File: src/rtl/dsadc_pkg.sv
package dsadc_pkg;

  typedef enum logic [1:0] {
    PH_IDLE   = 2'd0,
    PH_ZERO   = 2'd1,
    PH_RAMPUP = 2'd2,
    PH_RAMPDN = 2'd3
  } dsadc_phase_e;

endpackage

File: src/rtl/dsadc_sync.sv
module dsadc_sync #(
  parameter int STAGES = 2
) (
  input  logic clk_i,
  input  logic rst_ni,
  input  logic d_i,
  output logic q_o
);

  logic [STAGES-1:0] pipe_q;

  generate
    if (STAGES == 1) begin : g_one
      always_ff @(posedge clk_i or negedge rst_ni) begin
        if (!rst_ni) pipe_q <= '0;
        else         pipe_q <= d_i;
      end
    end else begin : g_many
      always_ff @(posedge clk_i or negedge rst_ni) begin
        if (!rst_ni) pipe_q <= '0;
        else         pipe_q <= {pipe_q[STAGES-2:0], d_i};
      end
    end
  endgenerate

  assign q_o = pipe_q[STAGES-1];

endmodule

File: src/rtl/dsadc_tick_cnt.sv
module dsadc_tick_cnt #(
  parameter int CNT_W = 5
) (
  input  logic             clk_i,
  input  logic             rst_ni,
  input  logic             clr_i,
  input  logic             en_i,
  output logic [CNT_W-1:0] cnt_o
);

  logic [CNT_W-1:0] cnt_q;

  always_ff @(posedge clk_i or negedge rst_ni) begin
    if (!rst_ni)    cnt_q <= '0;
    else if (clr_i) cnt_q <= '0;
    else if (en_i)  cnt_q <= cnt_q + 1'b1;
  end

  assign cnt_o = cnt_q;

endmodule

File: src/rtl/dsadc_fsm.sv
module dsadc_fsm
  import dsadc_pkg::*;
#(
  parameter int N_INT    = 16,
  parameter int ZERO_CYC = 3,
  parameter int CNT_W    = 5,
  parameter int RES_W    = 5
) (
  input  logic             clk_i,
  input  logic             rst_ni,
  input  logic             start_i,
  input  logic             cmp_s_i,
  input  logic [CNT_W-1:0] cnt_i,
  output logic             cnt_clr_o,
  output logic             cnt_en_o,
  output dsadc_phase_e     phase_o,
  output logic             done_o,
  output logic [RES_W-1:0] result_o,
  output logic             ovf_o
);

  localparam logic [CNT_W-1:0] ZERO_LAST = CNT_W'(ZERO_CYC - 1);
  localparam logic [CNT_W-1:0] RAMP_LAST = CNT_W'(N_INT - 1);
  localparam logic [CNT_W-1:0] DN_LIMIT  = CNT_W'(N_INT);

  dsadc_phase_e ph_q, ph_d;
  logic         fin;
  logic         done_q, ovf_q;
  logic [RES_W-1:0] res_q;

  always_comb begin
    ph_d      = ph_q;
    cnt_clr_o = 1'b0;
    fin       = 1'b0;
    unique case (ph_q)
      PH_IDLE: begin
        if (start_i) begin
          ph_d      = PH_ZERO;
          cnt_clr_o = 1'b1;
        end
      end
      PH_ZERO: begin
        if (cnt_i == ZERO_LAST) begin
          ph_d      = PH_RAMPUP;
          cnt_clr_o = 1'b1;
        end
      end
      PH_RAMPUP: begin
        if (cnt_i == RAMP_LAST) begin
          ph_d      = PH_RAMPDN;
          cnt_clr_o = 1'b1;
        end
      end
      PH_RAMPDN: begin
        if (cmp_s_i || (cnt_i == DN_LIMIT)) begin
          ph_d = PH_IDLE;
          fin  = 1'b1;
        end
      end
      default: ph_d = PH_IDLE;
    endcase
  end

  assign cnt_en_o = (ph_q != PH_IDLE);

  always_ff @(posedge clk_i or negedge rst_ni) begin
    if (!rst_ni) begin
      ph_q   <= PH_IDLE;
      done_q <= 1'b0;
      ovf_q  <= 1'b0;
      res_q  <= '0;
    end else begin
      ph_q   <= ph_d;
      done_q <= fin;
      if (fin) begin
        res_q <= cnt_i[RES_W-1:0];
        ovf_q <= ~cmp_s_i;
      end
    end
  end

  assign phase_o  = ph_q;
  assign done_o   = done_q;
  assign result_o = res_q;
  assign ovf_o    = ovf_q;

endmodule

File: src/rtl/dsadc_seq.sv
module dsadc_seq
  import dsadc_pkg::*;
#(
  parameter int N_INT     = 16,
  parameter int ZERO_CYC  = 3,
  parameter int SYNC_STG  = 2,
  localparam int RES_W    = $clog2(N_INT + 1),
  localparam int CNT_MAX  = (ZERO_CYC > N_INT) ? ZERO_CYC : N_INT,
  localparam int CNT_W    = $clog2(CNT_MAX + 1)
) (
  input  logic             clk_i,
  input  logic             rst_ni,
  input  logic             start_i,
  input  logic             cmp_i,
  output logic             ref_sel_o,
  output logic             int_zero_o,
  output logic             busy_o,
  output logic             done_o,
  output logic [RES_W-1:0] result_o,
  output logic             ovf_o
);

  logic             cmp_s;
  logic             cnt_clr, cnt_en;
  logic [CNT_W-1:0] cnt;
  dsadc_phase_e     phase;

  dsadc_sync #(.STAGES(SYNC_STG)) u_sync (
    .clk_i  (clk_i),
    .rst_ni (rst_ni),
    .d_i    (cmp_i),
    .q_o    (cmp_s)
  );

  dsadc_tick_cnt #(.CNT_W(CNT_W)) u_cnt (
    .clk_i  (clk_i),
    .rst_ni (rst_ni),
    .clr_i  (cnt_clr),
    .en_i   (cnt_en),
    .cnt_o  (cnt)
  );

  dsadc_fsm #(
    .N_INT    (N_INT),
    .ZERO_CYC (ZERO_CYC),
    .CNT_W    (CNT_W),
    .RES_W    (RES_W)
  ) u_fsm (
    .clk_i     (clk_i),
    .rst_ni    (rst_ni),
    .start_i   (start_i),
    .cmp_s_i   (cmp_s),
    .cnt_i     (cnt),
    .cnt_clr_o (cnt_clr),
    .cnt_en_o  (cnt_en),
    .phase_o   (phase),
    .done_o    (done_o),
    .result_o  (result_o),
    .ovf_o     (ovf_o)
  );

  assign busy_o     = (phase != PH_IDLE);
  assign int_zero_o = (phase == PH_ZERO);
  assign ref_sel_o  = (phase == PH_RAMPDN);

endmodule

File: config.mk
export PLATFORM = sky130hd
export DESIGN_NAME = dsadc_seq
export DESIGN_NICKNAME = d
export VERILOG_FILES = /design/src/rtl/dsadc_pkg.sv /design/src/rtl/dsadc_sync.sv /design/src/rtl/dsadc_tick_cnt.sv /design/src/rtl/dsadc_fsm.sv /design/src/rtl/dsadc_seq.sv
export SDC_FILE = /design/constraint.sdc
export NUM_CORES = 1
export LEC_CHECK = 0
export ABC_CLOCK_PERIOD_IN_PS = 2300
export BUFFER_PORTS_ARGS = -buffer_cell sky130_fd_sc_hd__buf_4
export CAP_MARGIN = 20
export CORE_MARGIN = 10
export CORE_UTILIZATION = 35
export CTS_CLUSTER_SIZE = 28
export DETAILED_ROUTE_END_ITERATION = 8
export MAX_ROUTING_LAYER = met4
export SKIP_CTS_REPAIR_TIMING = 1
export SYNTH_ARGS = -nofsm -noshare
export SYNTH_HDL_FRONTEND = slang
export SYNTH_SLANG_ARGS = --single-unit
File: constraint.sdc
create_clock -name clk_i -period 2.3 [get_ports clk_i]
set_clock_uncertainty 0.05 [all_clocks]
set_input_delay 0.115 -clock clk_i [delete_from_list [all_inputs] [get_ports clk_i]]
set_output_delay 0.115 -clock clk_i [all_outputs]
set_load 0.05 [all_outputs]
Yosys cells after proc, flatten, opt, wreduce, memory -nomap -nowiden --
Cells that the tools add are included.
Operators by class: add/subtract/negate cells 1, equality and inequality tests 10, muxes and demuxes 13, bitwise logic cells 1, reductions and logical operators 5
Operator list (number):
- $mux W5 | 2
- $mux W2 | 4
- $pmux W2 S4 | 1
- $ne A2 B1 Y1 const B | 3
- $add A5 B1 Y5 const B | 1
- $eq A5 B2 Y1 const B | 1
- $eq A5 B4 Y1 const B | 1
- $eq A5 B5 Y1 const B | 1
- $mux W1 | 5
- $eq A2 B2 Y1 const B | 2
- $reduce_and A4 Y1 | 1
- $reduce_bool A2 Y1 | 2
- $pmux W1 S3 | 1
- $eq A2 B1 Y1 const B | 1
- $logic_not A2 Y1 | 1
- $ne A2 B2 Y1 const B | 1
- $logic_or A1 B1 Y1 | 1
- $not A1 Y1 | 1
Storage, ports and cells: register bits 16, input port bits 4, output and inout bits 10, logic and storage cells 36

Logic depth before layout (Yosys ltp) --
Gate-level depths: netlist (run 1).
depth in word-level cells 4, mapped depth 7, gate-level depth less buffers 6

Hierarchy --
Synthesis (run 1) repeated with hierarchy kept, for this count alone.
Second synthesis, totals: cell total of the unflattened synthesis 72, area, all modules 834.6 µm²
By module, submodules not included:
- dsadc_fsm | instances 1, cells each 45, area an instance 509.2 µm², sequential area each 225.2 µm²
- dsadc_tick_cnt | instances 1, cells each 22, area an instance 252.7 µm², sequential area each 125.1 µm²
- dsadc_sync | instances 1, cells each 2, area an instance 50.0 µm², sequential area each 50.0 µm²
- dsadc_seq | instances 1, cells each 3, area an instance 22.5 µm², sequential area each 0.0 µm²

Least setup slack after synthesis (run 1) --
No wires, ideal clock.
path type flip-flop to flip-flop, from reg u_fsm.ph_q[0] (netlist: u_fsm.phase_o[0]), to reg u_fsm.ph_q[1] (netlist: u_fsm.phase_o[1]), setup time 0.125 ns, data arrival time 1.866 ns, required time 2.125 ns, setup slack 0.259 ns, stages on the path, launching flop included 8, buffers on the path 1, period minus slack after synthesis 2.041 ns, path through dfrtp_1 > inv_1 > ha_1 > clkbuf_1 > inv_1 > o22ai_1 > a211o_1 > mux2_4
Between the ends: word-level cells in the longest chain between the ends 3, elaborated cells on any way between the ends 10, classes of those cells eq/ne: 7; mux: 1; reduce/logical: 2
RTL lines:
- start: declaration | RTL line dsadc_fsm.sv:26 | dsadc_phase_e ph_q, ph_d;
- start signal: assignment | RTL line dsadc_fsm.sv:73 | ph_q <= ph_d;
- $eq A2 B2 Y1 (tied with other cells) | RTL line dsadc_fsm.sv:35 | unique case (ph_q)
- $ne A2 B1 Y1 (no source line) or $ne A2 B2 Y1 (tied branches)
- $reduce_and A4 Y1 (no source line)
Several ways; a longest one is shown, not always the timed one. A chain may end at the register's enable or synchronous reset.

Final worst setup path (run 1) --
from reg u_cnt.cnt_q[0] (netlist: u_cnt.cnt_o[0]), to reg u_fsm.ph_q[1] (netlist: u_fsm.phase_o[1])
Between the ends: word-level cells in the longest chain between the ends 4, elaborated cells on any way between the ends 8, classes of those cells eq/ne: 6; reduce/logical: 2
RTL lines:
- start: declaration | RTL line dsadc_tick_cnt.sv:11 | logic [CNT_W-1:0] cnt_q;
- start signal: assignment | RTL line dsadc_tick_cnt.sv:16 | else if (en_i) cnt_q <= cnt_q + 1'b1;
- $eq A5 B5 Y1 | RTL line dsadc_fsm.sv:55 | if (cmp_s_i || (cnt_i == DN_LIMIT)) begin
- $logic_or A1 B1 Y1 | RTL line dsadc_fsm.sv:55
- $ne A2 B1 Y1 (no source line)
- $reduce_and A4 Y1 (no source line) *
Every way passes the cells marked *; elsewhere a longest branch is shown, timed or not.

==> impl_metrics.toml, run 1 <==
[min_path]
hold_class = "in2async"

[die]
start_util = 0.362
io_pins = 14
dieArea_um2 = 4570
num_rows = 17
fp.dieH_um = 67.6
core_um2 = 2190
die_w_um = 67.6

[finish]
fin_nets = 104
n_fill_cell = 224
drive_gt1_frac = 0.244
stdcell_area_um2 = 987
num_antenna_cells = 0
area_delta_synth_final_pct = 24.6
postLayoutCoreUtil = 0.451

[critical_path]
crit_fanout = 4
timing.rr.start = "u_cnt.cnt_o[0]"
worstSetupStartpointType = "flop"
rrSetupSlack_ns = 0.48
end_kind = "flop"
crit_arrival_ns = 1.95
reg2regPathDepth = 6
crit_required_ns = 2.43
reg2reg_to = "u_fsm.phase_o[1]"
worstSetupPathType = "reg2reg"

[yosys]
synth.ff_latch_count = 16
syn-instance-count = 71
syn_area_per_cell_um2 = 11.2
synth_edf_count = 0
yosysSeqAreaShare = 0.506
post-synth-top-count-cell = "dfrtp_1"
syn_nets = 84
synth_area_um2 = 792
yosys_warnings = 0
async_flop_share = 1.00
ys_top_cells_by_area = "dfrtp_1, ha_1, nor2_1, inv_1, o21ai_1"
synth.distinct_cells = 23
netlist.area_leader.share = 0.506
synth_flop_cell = "dfrtp_1"
yosysTopAreaCell = "dfrtp_1"
ys_top_cells_by_count = "dfrtp_1, ha_1, nor2_1"

[detailed_routing]
drc = 0
drt-pass1-iter-count = 4
routed_via_density = 4.76
wl_mm = 1.59
dr_total_vias = 562
ant_nets = 0
wl_per_cell_um = 13.5
drt_iter0_drc = 15

[outcome]
outcome = "finished, final reports clean"

[global_routing]
antenna_found_initial = 0
overflow = 0
grt_max_degree = 17
grt_pass1_wl_mm = 2.84
grt_pass1_vias = 634
grt_use_total = 0.0825

[placement]
finalWeightedCongestion = 0.800
dpl_cell_area_um2 = 931
post-dp-hpwl_mm = 1.22
placement.io_buffers = 13

[timing]
period_needed_ns = 1.82
fin_crit_sh = 0.791
rsz0062_at_grt = "no"
final.setup.tns_ns = 0
max_slew_margin = 0.774
final-max-slew-violation-count = 0
max_freq_ghz = 0.550
setup_viol = 0
hold_viol = 0
tightest_slew_ns = 0.338

[clock_tree]
clk_latency_ns = 0.29
cts_buffer_depth = 2
cts_tree = "built"
path_clk_slew_ns = 0.09
cts_made_buffers = 3
clkSinkCount = 16
cts.htree.levels = 1
clockRootBuffer = "clkbuf_4"

[flow_run]
cap_violations = 0
## state kept, by name, indices dropped and copies added (netlist names)
| name | count |
|---|---|
| u_cnt.cnt_o | 5 |
| u_fsm.done_o | 1 |
| u_fsm.result_o | 5 |
| u_fsm.phase_o | 2 |
| u_fsm.ovf_o | 1 |
| u_sync.pipe_q | 2 |
## per-stage QoR
step | hold WS, ns | cells | setup slack (ns)
detailed placement | -0.0655 | 112 | 0.519
global placement | -0.0643 | 112 | 0.536
CTS | -0.384 | 116 | 0.469
floorplan | -0.231 | 71 | 0.259
finish | 0.167 | 118 | 0.481
global route | 0.183 | 118 | 0.314
## layer usage
metal,part of all wire,track usage,vias to the layer above
li1,-,-,271
met3,0.090,0.0264,5
met1,0.40,0.0887,266
met2,0.48,0.131,20
met5,0,-,-
met4,0.024,0.0462,0
## critical path, cell delays in order (launching register included)
cell and delay [ns]:
dfrtp_1 0.43, ha_1 0.24, and3_1 0.19, ha_1 0.20
o22ai_1 0.13, a211o_1 0.16, mux2_4 0.31
## layout make-up
| type | instances | area, um^2 | share of cell area |
|---|---|---|---|
| clock buffer | 4 | 36.3 | 0.0368 |
| inverter | 8 | 30.0 | 0.0304 |
| multi-input combinational | 45 | 353 | 0.357 |
| sequential | 16 | 400 | 0.406 |
| tap | 28 | 35.0 | 0.0355 |
| timing repair buffer | 17 | 133 | 0.134 |
## how the worst max path moves through the flow
| stage | start | endpoint | slack (ns) | cells past startpoint |
|---|---|---|---|---|
| final | u_cnt.cnt_o[0] | u_fsm.phase_o[1] | 0.48 | 6 |
| after global placement | u_cnt.cnt_o[0] | u_fsm.phase_o[1] | 0.54 | 6 |
| after floorplan | u_fsm.phase_o[0] | u_fsm.phase_o[1] | 0.26 | 7 |
| after CTS | u_cnt.cnt_o[0] | u_fsm.phase_o[1] | 0.47 | 6 |
| after global routing | u_cnt.cnt_o[0] | u_cnt.cnt_o[4] | 0.31 | 6 |
| after detailed placement | u_cnt.cnt_o[0] | u_fsm.phase_o[1] | 0.52 | 6 |
## cell families after synthesis
group                    count (synthesis)  synth area share
AND/OR/NAND/NOR                         19             0.128
flip-flops                              16             0.506
buffers and inverters                   10            0.0490
AO/OA/AOI/OAI                            9            0.0695
adder cells (fa/ha/maj)                  9             0.142
multiplexers                             5            0.0727
XOR/XNOR                                 3            0.0332
## layout by cell type (no fill, tap or decap), types with 2 or more instances in the layout
cell type,netlist,layout
o21ai_1,5,5
mux2_1,2,2
dfrtp_1,16,16
nand2_1,4,4
xor2_1,2,2
nor2_1,9,9
buf_4,0,15
clkbuf_4,0,3
inv_1,7,7
nor2b_1,2,2
ha_1,9,9
mux2i_1,2,2
dlygate4sd3_1,0,2
Power of run 1 is not shown: default switching activity piles up to over one toggle a cycle in this logic, so the estimate is an artifact.
==> inputs of run 2 (changes only) <==
Settings changed: ABC_CLOCK_PERIOD_IN_PS 2300 to 1520.
Clock period 2.3 ns to 1.52 ns, I/O delays scaled along.
==> impl_metrics.toml, run 2 (synthesis results as in run 1) <==
[critical_path]
worstSetupStartpointType = "flop"
reg2regPathDepth = 6
worstSetupPathType = "reg2reg"
end_kind = "flop"
timing.rr.start = "u_cnt.cnt_o[1]"
crit_required_ns = 1.66
rrSetupSlack_ns = -0.21
reg2reg_to = "u_fsm.phase_o[1]"
crit_arrival_ns = 1.87
crit_fanout = 4

[global_routing]
grt_max_degree = 17
grt_pass1_vias = 668
antenna_found_initial = 0
overflow = 0
grt_pass1_wl_mm = 3.02
grt_use_total = 0.0883

[outcome]
violations = "negative setup slack"
outcome = "finished with violations"

[pwr]
combPwrFrac = 0.654
p_seq_frac = 0.249
netSwitchingFraction = 0.431
leakage_nw = 0.620
clkPwrFrac = 0.096
p_int_w = 0.00169
power.total_w = 0.00297
peakVddDrop_v = 0.00122
power_density_nw_per_um2 = 2410
power.net_switching_w = 0.00128

[timing]
layout_setup_ws_ns = -0.212
fin_crit_sh = 1.14
tightest_slew_ns = 0.343
rsz0062_at_grt = "yes"
max_freq_ghz = 0.577
final.setup.tns_ns = -1.21
setup_viol = 9
max_slew_margin = 0.771
hold_viol = 0
period_needed_ns = 1.73
final-max-slew-violation-count = 0

[clock_tree]
clk_latency_ns = 0.29
cts_made_buffers = 3
cts.htree.levels = 1
clockRootBuffer = "clkbuf_4"
clkSinkCount = 16
path_clk_slew_ns = 0.10
cts_tree = "built"
cts_buffer_depth = 2

[finish]
area_delta_synth_final_pct = 55.5
num_antenna_cells = 0
drive_gt1_frac = 0.545
fin_nets = 124
n_fill_cell = 181
final_cell_mix = "buf_4, dfrtp_1, nor2_1"
layout_commonest_cell = "buf_4"

[die]
die_w_um = 67.6
num_rows = 17
core_um2 = 2190
dieArea_um2 = 4570
start_util = 0.362
fp.dieH_um = 67.6
io_pins = 14

[detailed_routing]
wl_per_cell_um = 12.5
drt_iter0_drc = 19
routed_via_density = 4.54
ant_nets = 0
drc = 0
drt-pass1-iter-count = 5
dr_total_vias = 626
wl_mm = 1.72

[flow_run]
cap_violations = 0

[placement]
finalWeightedCongestion = 0.762
post-dp-hpwl_mm = 1.28
placement.io_buffers = 13

[min_path]
hold_class = "in2async"
[run 2: cell type report]
| cell class | count | area [um^2] | share of cell area |
|---|---|---|---|
| clock buffers | 4 | 36.3 | 0.0295 |
| inverters | 8 | 33.8 | 0.0274 |
| multi-input cells | 45 | 415 | 0.337 |
| flip-flops and latches | 16 | 402 | 0.326 |
| well taps | 28 | 35.0 | 0.0285 |
| repair buffers | 37 | 309 | 0.251 |
[run 2: power groups by stage]
stage               logic (W)  registers (W)  clock network (W)
finish                0.00195       0.000742           0.000286
global route          0.00213       0.000772           0.000321
CTS                   0.00170       0.000720           0.000296
detailed placement    0.00170       0.000728                  0
global placement      0.00168       0.000722                  0
floorplan            0.000770       0.000992                  0
[run 2: worst max-delay path by stage]
stage | start | to | slack (ns) | depth (start not counted)
after global routing | u_cnt.cnt_o[0] | u_fsm.phase_o[1] | -0.31 | 6
after floorplan | u_fsm.phase_o[0] | u_fsm.phase_o[1] | -0.34 | 7
after global placement | u_cnt.cnt_o[0] | u_fsm.phase_o[1] | -0.19 | 6
after detailed placement | u_cnt.cnt_o[0] | u_fsm.phase_o[1] | -0.22 | 6
after CTS | u_cnt.cnt_o[1] | u_fsm.phase_o[1] | -0.25 | 6
final | u_cnt.cnt_o[1] | u_fsm.phase_o[1] | -0.21 | 6
[run 2: routing by layer]
layer / wire length [um] / track usage
met1: 779 / 0.0961
met2: 821 / 0.138
met3: 111 / 0.0314
met4: 10 / 0.0462
met5: 0 / -
[run 2: per-stage QoR]
stage / area, um^2 / hold WS, ns / utilization / setup WS (ns) / std cells
after floorplan: 811 / -0.270 / - / -0.345 / 71
final: 1230 / 0.120 / 0.562 / -0.212 / 138
after detailed placement: 1070 / -0.0997 / 0.491 / -0.220 / 130
after global placement: 1070 / -0.102 / 0.491 / -0.188 / 130
after CTS: 1110 / -0.425 / 0.507 / -0.252 / 134
after global routing: 1230 / 0.126 / 0.562 / -0.309 / 138
[run 2: critical path, cell delays in order (launching register included)]
cell and delay, ns:
dfrtp_2 0.41, ha_2 0.18, and3_1 0.17, ha_2 0.18, o22ai_1 0.07, a211o_1 0.26
mux2_4 0.30
Power figures use the tool's default switching activity.
